==> src/rtl/rtc_pkg.sv <==
package rtc_pkg;

    localparam int FIELD_W    = 8;
    localparam int ADDR_W     = 4;
    localparam int ALM_FIELDS = 4;

    typedef enum logic [ADDR_W-1:0] {
        REG_SEC      = 4'd0,
        REG_MIN      = 4'd1,
        REG_HOUR     = 4'd2,
        REG_DATE     = 4'd3,
        REG_MONTH    = 4'd4,
        REG_YEAR     = 4'd5,
        REG_ALM_SEC  = 4'd6,
        REG_ALM_MIN  = 4'd7,
        REG_ALM_HOUR = 4'd8,
        REG_ALM_DATE = 4'd9,
        REG_CTRL     = 4'd10
    } reg_addr_e;

    typedef struct packed {
        logic [FIELD_W-1:0] year;
        logic [FIELD_W-1:0] month;
        logic [FIELD_W-1:0] date;
        logic [FIELD_W-1:0] hour;
        logic [FIELD_W-1:0] minute;
        logic [FIELD_W-1:0] second;
    } rtc_time_t;

    typedef struct packed {
        logic       per_en;
        logic       alm_en;
        logic [3:0] rate;
    } ctrl_t;

    localparam rtc_time_t TIME_RESET = '{year: 8'h00, month: 8'h01, date: 8'h01,
                                         hour: 8'h00, minute: 8'h00, second: 8'h00};

    function automatic logic [FIELD_W-1:0] bcd_inc(input logic [FIELD_W-1:0] v);
        if (v[3:0] == 4'd9)
            return {v[7:4] + 4'd1, 4'd0};
        return {v[7:4], v[3:0] + 4'd1};
    endfunction

    function automatic logic is_leap(input logic [FIELD_W-1:0] y);
        logic [6:0] bin;
        bin = {3'b000, y[7:4]} * 7'd10 + {3'b000, y[3:0]};
        return bin[1:0] == 2'b00;
    endfunction

    function automatic logic [FIELD_W-1:0] last_day(input logic [FIELD_W-1:0] mon,
                                                    input logic [FIELD_W-1:0] y);
        if (mon == 8'h02)
            return is_leap(y) ? 8'h29 : 8'h28;
        if (mon == 8'h04 || mon == 8'h06 || mon == 8'h09 || mon == 8'h11)
            return 8'h30;
        return 8'h31;
    endfunction

    function automatic rtc_time_t calendar_step(input rtc_time_t t);
        rtc_time_t n;
        n = t;
        if (t.second != 8'h59) begin
            n.second = bcd_inc(t.second);
        end else begin
            n.second = 8'h00;
            if (t.minute != 8'h59) begin
                n.minute = bcd_inc(t.minute);
            end else begin
                n.minute = 8'h00;
                if (t.hour != 8'h23) begin
                    n.hour = bcd_inc(t.hour);
                end else begin
                    n.hour = 8'h00;
                    if (t.date != last_day(t.month, t.year)) begin
                        n.date = bcd_inc(t.date);
                    end else begin
                        n.date = 8'h01;
                        if (t.month != 8'h12) begin
                            n.month = bcd_inc(t.month);
                        end else begin
                            n.month = 8'h01;
                            n.year  = (t.year == 8'h99) ? 8'h00 : bcd_inc(t.year);
                        end
                    end
                end
            end
        end
        return n;
    endfunction

    function automatic logic field_match(input logic [FIELD_W-1:0] alm,
                                         input logic [FIELD_W-1:0] val);
        return alm[7] || (alm[6:0] == val[6:0]);
    endfunction

endpackage

==> src/rtl/rtc_prescaler.sv <==
module rtc_prescaler #(
    parameter int PRESCALE = 32768
) (
    input  logic       clk,
    input  logic       rst,
    input  logic       tick,
    input  logic       restart,
    input  logic [3:0] rate,
    output logic       sec_pulse,
    output logic       per_hit
);
    localparam int PW = $clog2(PRESCALE);

    logic [PW-1:0] count_q;
    logic [PW-1:0] rate_mask;

    always_comb begin
        for (int i = 0; i < PW; i++)
            rate_mask[i] = (i < int'(rate));
    end

    assign sec_pulse = tick && !restart && (&count_q);
    assign per_hit   = tick && !restart && (rate != 4'd0) && (&(count_q | ~rate_mask));

    always_ff @(posedge clk) begin
        if (rst || restart)
            count_q <= '0;
        else if (tick)
            count_q <= count_q + 1'b1;
    end

endmodule

==> src/rtl/rtc_calendar.sv <==
module rtc_calendar
    import rtc_pkg::*;
(
    input  logic               clk,
    input  logic               rst,
    input  logic               advance,
    input  logic               wr_en,
    input  logic [ADDR_W-1:0]  wr_addr,
    input  logic [FIELD_W-1:0] wr_data,
    output rtc_time_t          now_o
);
    rtc_time_t now_q;
    rtc_time_t next_t;

    assign next_t = calendar_step(now_q);
    assign now_o  = now_q;

    always_ff @(posedge clk) begin
        if (rst) begin
            now_q <= TIME_RESET;
        end else if (wr_en) begin
            case (wr_addr)
                REG_SEC:   now_q.second <= wr_data;
                REG_MIN:   now_q.minute <= wr_data;
                REG_HOUR:  now_q.hour   <= wr_data;
                REG_DATE:  now_q.date   <= wr_data;
                REG_MONTH: now_q.month  <= wr_data;
                REG_YEAR:  now_q.year   <= wr_data;
                default:   if (advance) now_q <= next_t;
            endcase
        end else if (advance) begin
            now_q <= next_t;
        end
    end

endmodule

==> src/rtl/rtc_events.sv <==
module rtc_events
    import rtc_pkg::*;
(
    input  logic               clk,
    input  logic               rst,
    input  logic               advance,
    input  logic               per_hit,
    input  logic               rd_flags,
    input  logic               wr_en,
    input  logic [ADDR_W-1:0]  wr_addr,
    input  logic [FIELD_W-1:0] wr_data,
    input  rtc_time_t          now_i,
    output logic [3:0]         rate_o,
    output logic               alarm_flag_o,
    output logic               per_flag_o,
    output logic               irq_n_o
);
    ctrl_t                   ctrl_q;
    logic                    step_q;
    logic                    alarm_q;
    logic                    per_q;
    logic                    alarm_set;
    logic [FIELD_W-1:0]      now_field [ALM_FIELDS];
    logic [ALM_FIELDS-1:0]   field_ok;

    assign now_field[0] = now_i.second;
    assign now_field[1] = now_i.minute;
    assign now_field[2] = now_i.hour;
    assign now_field[3] = now_i.date;

    for (genvar g = 0; g < ALM_FIELDS; g++) begin : g_alm
        logic [FIELD_W-1:0] alm_q;
        always_ff @(posedge clk) begin
            if (rst)
                alm_q <= '0;
            else if (wr_en && wr_addr == ADDR_W'(int'(REG_ALM_SEC) + g))
                alm_q <= wr_data;
        end
        assign field_ok[g] = field_match(alm_q, now_field[g]);
    end

    assign alarm_set = step_q && (&field_ok);

    always_ff @(posedge clk) begin
        if (rst) begin
            ctrl_q  <= '0;
            step_q  <= 1'b0;
            alarm_q <= 1'b0;
            per_q   <= 1'b0;
        end else begin
            if (wr_en && wr_addr == REG_CTRL)
                ctrl_q <= ctrl_t'(wr_data[5:0]);
            step_q  <= advance;
            alarm_q <= alarm_set | (alarm_q & ~rd_flags);
            per_q   <= per_hit   | (per_q   & ~rd_flags);
        end
    end

    assign rate_o       = ctrl_q.rate;
    assign alarm_flag_o = alarm_q;
    assign per_flag_o   = per_q;
    assign irq_n_o      = !((alarm_q && ctrl_q.alm_en) || (per_q && ctrl_q.per_en));

endmodule

==> src/rtl/bcd_rtc.sv <==
module bcd_rtc
    import rtc_pkg::*;
#(
    parameter int PRESCALE = 32768
) (
    input  logic       clk,
    input  logic       rst,
    input  logic       tick,
    input  logic       wr_en,
    input  logic [3:0] wr_addr,
    input  logic [7:0] wr_data,
    input  logic       rd_flags,
    output logic [7:0] t_sec,
    output logic [7:0] t_min,
    output logic [7:0] t_hour,
    output logic [7:0] t_date,
    output logic [7:0] t_month,
    output logic [7:0] t_year,
    output logic       alarm_flag,
    output logic       periodic_flag,
    output logic       irq_n
);
    logic       time_wr;
    logic       sec_pulse;
    logic       per_hit;
    logic [3:0] rate;
    rtc_time_t  now;

    assign time_wr = wr_en && (wr_addr <= REG_YEAR);

    rtc_prescaler #(.PRESCALE(PRESCALE)) u_prescale (
        .clk       (clk),
        .rst       (rst),
        .tick      (tick),
        .restart   (time_wr),
        .rate      (rate),
        .sec_pulse (sec_pulse),
        .per_hit   (per_hit)
    );

    rtc_calendar u_cal (
        .clk     (clk),
        .rst     (rst),
        .advance (sec_pulse),
        .wr_en   (wr_en),
        .wr_addr (wr_addr),
        .wr_data (wr_data),
        .now_o   (now)
    );

    rtc_events u_evt (
        .clk          (clk),
        .rst          (rst),
        .advance      (sec_pulse),
        .per_hit      (per_hit),
        .rd_flags     (rd_flags),
        .wr_en        (wr_en),
        .wr_addr      (wr_addr),
        .wr_data      (wr_data),
        .now_i        (now),
        .rate_o       (rate),
        .alarm_flag_o (alarm_flag),
        .per_flag_o   (periodic_flag),
        .irq_n_o      (irq_n)
    );

    assign t_sec   = now.second;
    assign t_min   = now.minute;
    assign t_hour  = now.hour;
    assign t_date  = now.date;
    assign t_month = now.month;
    assign t_year  = now.year;

endmodule

==> config.mk <==
export PLATFORM = sky130hd
export DESIGN_NAME = bcd_rtc
export DESIGN_NICKNAME = d
export VERILOG_FILES = /design/src/rtl/rtc_pkg.sv /design/src/rtl/rtc_prescaler.sv /design/src/rtl/rtc_calendar.sv /design/src/rtl/rtc_events.sv /design/src/rtl/bcd_rtc.sv
export SDC_FILE = /design/constraint.sdc
export NUM_CORES = 1
export LEC_CHECK = 0
export CAP_MARGIN = 20
export CORE_MARGIN = 1
export CORE_UTILIZATION = 45
export CTS_CLUSTER_SIZE = 16
export DETAILED_ROUTE_END_ITERATION = 16
export PLACE_DENSITY = 0.71
export SETUP_SLACK_MARGIN = 0.3
export SYNTH_ARGS = -nofsm -noshare
export SYNTH_HDL_FRONTEND = slang
export SYNTH_SLANG_ARGS = --single-unit
==> constraint.sdc <==
create_clock -name clk -period 4.6 [get_ports clk]
set_input_delay 0.92 -clock clk [delete_from_list [all_inputs] [get_ports clk]]
set_output_delay 0.92 -clock clk [all_outputs]
set_load 0.02 [all_outputs]
==> results_dict.tcl, run 1 <==
set metrics [dict create \
    status "complete, no violations" \
    core_um2 13240 \
    dieArea_um2 14040 \
    pin_count 68 \
    nNetsFinal 820 \
    syn_to_final_growth_pct 16.66 \
    slew_headroom_pct 34.22 \
    min_from "u_evt.step_q$_SDFF_PP0_" \
    postCtsHoldBufs 0 \
    wl_per_cell_um 18.30 \
    grt.total_usage_pct 25.46 \
    synth_top_area_share_pct 34.10 \
    syn-num-nets 784 \
    grt_pass1_vias 5415 \
    vias_per_cell 5.992 \
    finalSetupViolations 0 \
    r2r-start "u_cal.now_o[4]$_SDFFE_PP0P_" \
    drv_slew 0 \
    vias 5758 \
    startpoint_type "input port" \
    portBuffers 67 \
    num_rows 42 \
    worstMarginPinSlew_ns 0.9866 \
    final_common_cell "dfxtp_1" \
    synthDistinctLibCells 75 \
    yosysWarnings 0 \
    rr_endpoint "u_cal.now_o[45]$_SDFFE_PP0P_" \
    critical_path_class "in2reg" \
    min_period_ns 3.855 \
    regArea_um2 2082 \
    synthMuxAreaShare_pct 7.111 \
    cp.required_ns 4.85 \
    tns_ns 0 \
    final_hold_viol_count 0 \
    fin_skew_ns 0.007843 \
    end_kind "register" \
    antenna_found_initial 0 \
    syn_area_um2 6106 \
    grt_pass1_wl_mm 28.43 \
    synth_compound_area_share_pct 18.05 \
    die_w_um 118.5 \
    synth_simple_gate_area_share_pct 24.34 \
    ctsLongestPathBuffers 2 \
    vdd_drop_max_mv 0.1644 \
    synthArstFlopShare_pct 0 \
    diodes 0 \
    stdcell_area_um2 7123 \
    p_per_area_nw_per_um2 269.8 \
    yosysSeqAreaShare_pct 34.10 \
    place_hpwl_mm 12.14 \
    h-tree-depth 3 \
    cts_tree "yes" \
    fillers 1236 \
    path_clk_slew_ns 0.07 \
    cts_made_buffers 9 \
    start_util_pct 46.11 \
    fmaxAchievable_mhz 259.4 \
    stdcell_count 961 \
    postCtsSetupBuffers 0 \
    overflow 0 \
    ctsResizeCount 0 \
    yosys_most_used_dff "dfxtp_1" \
    grt_max_degree 93 \
    crit_arrival_ns 4.10 \
    route.detailed.drc 0 \
    synth_edf_count 0 \
    r2r_setup_slack_ns 1.13 \
    gp_congestion 0.8694 \
    cts-root-buf "clkbuf_16" \
    avgSynthCellArea_um2 8.207 \
    synthAdderAreaFrac_pct 4.713 \
    reg2regPathDepth 7 \
    critical_path.max_fanout 12 \
    cts.sinks 104 \
    dr.pass1.iters 5 \
    synth-seq-cells 104 \
    finalWirelength_mm 17.59 \
    yosys-top-cells-area "dfxtp_1 34%, mux2i_1 6.6%, nor2_1 6.1%, ha_1 4.7%, a21oi_1 3.6%" \
    fin_crit_sh_pct 83.80 \
    holdPathEnd "u_evt.alarm_flag_o$_SDFF_PP0_" \
    die_height_um 118.5 \
    drive_gt1_share_pct 5.096 \
    rsz0062_at_grt "no" \
    ant_nets 0 \
    final_cell_mix "104 x dfxtp_1, 100 x nor2_1, 66 x clkdlybuf4s50_1" \
    yosys.area.top_type "dfxtp_1" \
    multi_input_area_um2 3714 \
    synth_top_family_by_area "simple AND/OR/NAND/NOR gates" \
    max_cap_violations 0 \
    syn-instance-count 744 \
    hold_class "reg2reg" \
    hold_depth 2 \
    first_iter_violations 650 \
    placed_cell_area_um2 6824 \
    leakage_nw 2.574 \
    insertion_delay_ns 0.35 \
    place_inst 945 \
    synth_xor_xnor_area_share_pct 6.598 \
]
-- where the power goes --
| group | total [mW] | switching [mW] | internal, mW |
|---|---|---|---|
| combinational | 0.191 | 0.115 | 0.0765 |
| sequential | 0.944 | 0.0274 | 0.916 |
| clock | 0.787 | 0.350 | 0.437 |
-- worst max-delay path, cell delays in order --
cell and delay, ns:
clkdlybuf4s50_1 0.59, nand4_1 0.28, a2111o_1 0.56, or3_1 0.56, a2111oi_4 0.72, nand2_1 0.15, a311oi_1 0.32
-- cells by family after synthesis --
group	Yosys count
AND/OR/NAND/NOR	297
buffers and inverters	75
AO/OA/AOI/OAI	156
adder cells (fa/ha/maj)	23
XOR/XNOR	46
flip-flops	104
multiplexers	43
-- Yosys cell counts (all sizes together) (5+ instances only) --
master,n
mux2i,40
a22oi,6
nor3,20
clkbuf,36
xnor2,22
a211oi,16
inv,28
or3,11
buf,11
nand2b,12
nand2,58
o21ai,21
nand4b,5
a31oi,8
and2,5
nor2,100
a21oi,44
and3,6
xor2,24
nand4,14
nor4,15
dfxtp,104
ha,23
nand3b,7
a21o,6
nand3,18
a311oi,8
-- metal layers --
metal | share of wire [%] | vias up | GRT usage, %
met5 | 0 | - | 0
met4 | 2.5 | 0 | 9.177
met3 | 7.0 | 35 | 3.185
met2 | 47 | 248 | 41.95
met1 | 44 | 2726 | 34.13
li1 | - | 2749 | -
-- worst max-delay path by stage --
stage	start	end	slack (ns)
3_5_place_dp	tick	u_cal.now_o[45]$_SDFFE_PP0P_	0.45
4_1_cts	tick	u_cal.now_o[45]$_SDFFE_PP0P_	0.80
3_3_place_gp	tick	u_cal.now_o[42]$_SDFFE_PP0P_	0.52
5_1_grt	tick	u_cal.now_o[45]$_SDFFE_PP0P_	0.53
6_report	tick	u_cal.now_o[45]$_SDFFE_PP0P_	0.75
2_1_floorplan	wr_addr[3]	u_cal.now_o[27]$_SDFFE_PP0P_	1.40
-- area by class of cell --
cell class              count  area share, %
inverters                  28          1.475
clock buffers              11          3.408
clock inverters             5         0.7904
flip-flops and latches    104          29.23
repair buffers             72          9.872
multi-input cells         565          52.13
well taps                 176          3.092
-- sequential cells by signal (all words and copies together) (netlist names) --
name	count
u_evt.g_alm.alm_q	32
u_evt.per_flag_o	1
u_cal.now_o	48
u_evt.rate_o	4
u_evt.alarm_flag_o	1
u_evt.step_q	1
u_prescale.count_q	15
u_evt.ctrl_q	2
-- per-stage QoR --
stage          power (mW)  setup WS (ns)  hold slack (ns)  util [%]
2_1_floorplan       1.077          1.397           0.4319         -
3_3_place_gp        1.147         0.5245           0.4479     51.53
3_5_place_dp        1.152         0.4532           0.4614     51.53
4_1_cts             1.927         0.7995           0.4819     53.79
5_1_grt             1.992         0.5296           0.5119     53.79
6_report            1.922         0.7452           0.4766     53.79
(Power assumes the default switching activity.)
==> run 2: changes to the inputs <==
--- a/config.mk
+++ b/config.mk
@@ -10,7 +10,7 @@
 export CORE_UTILIZATION = 45
 export CTS_CLUSTER_SIZE = 16
 export DETAILED_ROUTE_END_ITERATION = 16
-export PLACE_DENSITY = 0.71
+export PLACE_DENSITY = 0.74
 export SETUP_SLACK_MARGIN = 0.3
 export SYNTH_ARGS = -nofsm -noshare
 export SYNTH_HDL_FRONTEND = slang
==> constraint.sdc (replaced) <==
create_clock -name clk -period 3.3 [get_ports clk]
set_input_delay 0.66 -clock clk [delete_from_list [all_inputs] [get_ports clk]]
set_output_delay 0.66 -clock clk [all_outputs]
set_load 0.02 [all_outputs]
==> results_dict.tcl, run 2 (synthesis results as in run 1) <==
set metrics [dict create \
    crit_end "u_cal.now_o[27]$_SDFFE_PP0P_" \
    cts-root-buf "clkbuf_16" \
    critical_path_class "in2reg" \
    grt.total_usage_pct 24.70 \
    gp_congestion 0.8519 \
    place_inst 971 \
    rsz0062_at_grt "no" \
    end_kind "register" \
    cts_made_buffers 9 \
    vdd_drop_max_mv 0.2236 \
    wl_per_cell_um 17.34 \
    vias_per_cell 5.821 \
    critical_path.max_fanout 4 \
    pin_count 68 \
    grt_pass1_vias 5202 \
    status "complete, no violations" \
    ctsLongestPathBuffers 2 \
    fin_crit_sh_pct 85.94 \
    final_util_pct 55.45 \
    fmaxAchievable_mhz 352.6 \
    dieArea_um2 14040 \
    fin_skew_ns 0.009456 \
    max_cap_violations 0 \
    leakage_nw 2.699 \
    ant_nets 0 \
    h-tree-depth 3 \
    stdcell_count 987 \
    antenna_found_initial 0 \
    p_per_area_nw_per_um2 362.2 \
    nNetsFinal 846 \
    diodes 0 \
    overflow 0 \
    portBuffers 67 \
    worstMarginPinSlew_ns 0.7745 \
    cp.required_ns 3.58 \
    power_mw 2.660 \
    syn_to_final_growth_pct 20.27 \
    startpoint_type "input port" \
    cts.sinks 104 \
    grt_max_degree 52 \
    startpoint "wr_addr[1]" \
    finalWirelength_mm 17.11 \
    die_height_um 118.5 \
    min_period_ns 2.836 \
    final_common_cell "dfxtp_1" \
    crit_arrival_ns 3.11 \
    cts_tree "yes" \
    dr.pass1.iters 6 \
    final_cell_mix "104 x dfxtp_1, 100 x nor2_1, 66 x clkdlybuf4s50_1" \
    num_rows 42 \
    postCtsHoldBufs 0 \
    start_util_pct 46.11 \
    rr_endpoint "u_cal.now_o[43]$_SDFFE_PP0P_" \
    route.detailed.drc 0 \
    ctsResizeCount 0 \
    finalSetupViolations 0 \
    slew_headroom_pct 48.21 \
    place_hpwl_mm 11.92 \
    core_um2 13240 \
    drive_gt1_share_pct 8.261 \
    r2r_setup_slack_ns 0.46 \
    reg2regPathDepth 8 \
    vias 5745 \
    die_w_um 118.5 \
    insertion_delay_ns 0.36 \
    drv_slew 0 \
    grt_pass1_wl_mm 27.55 \
    path_clk_slew_ns 0.07 \
    largest_register_ffs 48 \
    tns_ns 0 \
    first_iter_violations 514 \
    r2r-start "u_cal.now_o[36]$_SDFFE_PP0P_" \
    final_hold_viol_count 0 \
    hold_class "reg2reg" \
    postCtsSetupBuffers 0 \
]
## run 2: worst min path at each step
stage | from | slack, ns | endpoint | depth (start not counted)
floorplan | u_evt.step_q$_SDFF_PP0_ | 0.43 | u_evt.alarm_flag_o$_SDFF_PP0_ | 2
global placement | u_evt.step_q$_SDFF_PP0_ | 0.44 | u_evt.alarm_flag_o$_SDFF_PP0_ | 2
detailed placement | u_evt.step_q$_SDFF_PP0_ | 0.45 | u_evt.alarm_flag_o$_SDFF_PP0_ | 2
CTS | u_evt.step_q$_SDFF_PP0_ | 0.46 | u_evt.alarm_flag_o$_SDFF_PP0_ | 2
global route | u_evt.step_q$_SDFF_PP0_ | 0.51 | u_evt.alarm_flag_o$_SDFF_PP0_ | 2
finish | u_evt.step_q$_SDFF_PP0_ | 0.46 | u_evt.alarm_flag_o$_SDFF_PP0_ | 2
## run 2: report_power, final
| part | switching [mW] | internal [mW] |
|---|---|---|
| Sequential | 0.0379 | 1.28 |
| Clock | 0.478 | 0.589 |
| Combinational | 0.162 | 0.116 |
## run 2: final cells by class
| class | count | area, um^2 |
|---|---|---|
| sequential | 104 | 2082 |
| inverter | 28 | 105.1 |
| multi-input combinational | 565 | 3742 |
| timing repair buffer | 98 | 910.9 |
| tap | 176 | 220.2 |
| fill | 1275 | 5899 |
| clock buffer | 13 | 240.2 |
| clock inverter | 3 | 42.54 |
## run 2: routing by layer
layer	up-vias	global-route usage, %	share of wire (%)	wire length [um]
met5	-	0	0	0
met4	0	8.070	1.8	316
met1	2739	34.07	46	7909
met3	24	3.861	5.8	985
met2	189	39.34	46	7901
li1	2793	-	-	-
## run 2: critical path: stages
cell and delay, ns:
clkdlybuf4s50_1 0.57, nand2_1 0.11, a2111o_1 0.44, or3_4 0.41, or3_1 0.35, a311o_1 0.37, a221oi_2 0.20
## run 2: per-stage QoR
step	area [um^2]	hold slack (ns)	setup slack [ns]
after floorplan	6106	0.4319	0.3332
final	7343	0.4623	0.4640
after global routing	7343	0.5058	0.3340
after CTS	7315	0.4645	0.3662
after detailed placement	7032	0.4477	0.05116
after global placement	7032	0.4406	0.08574
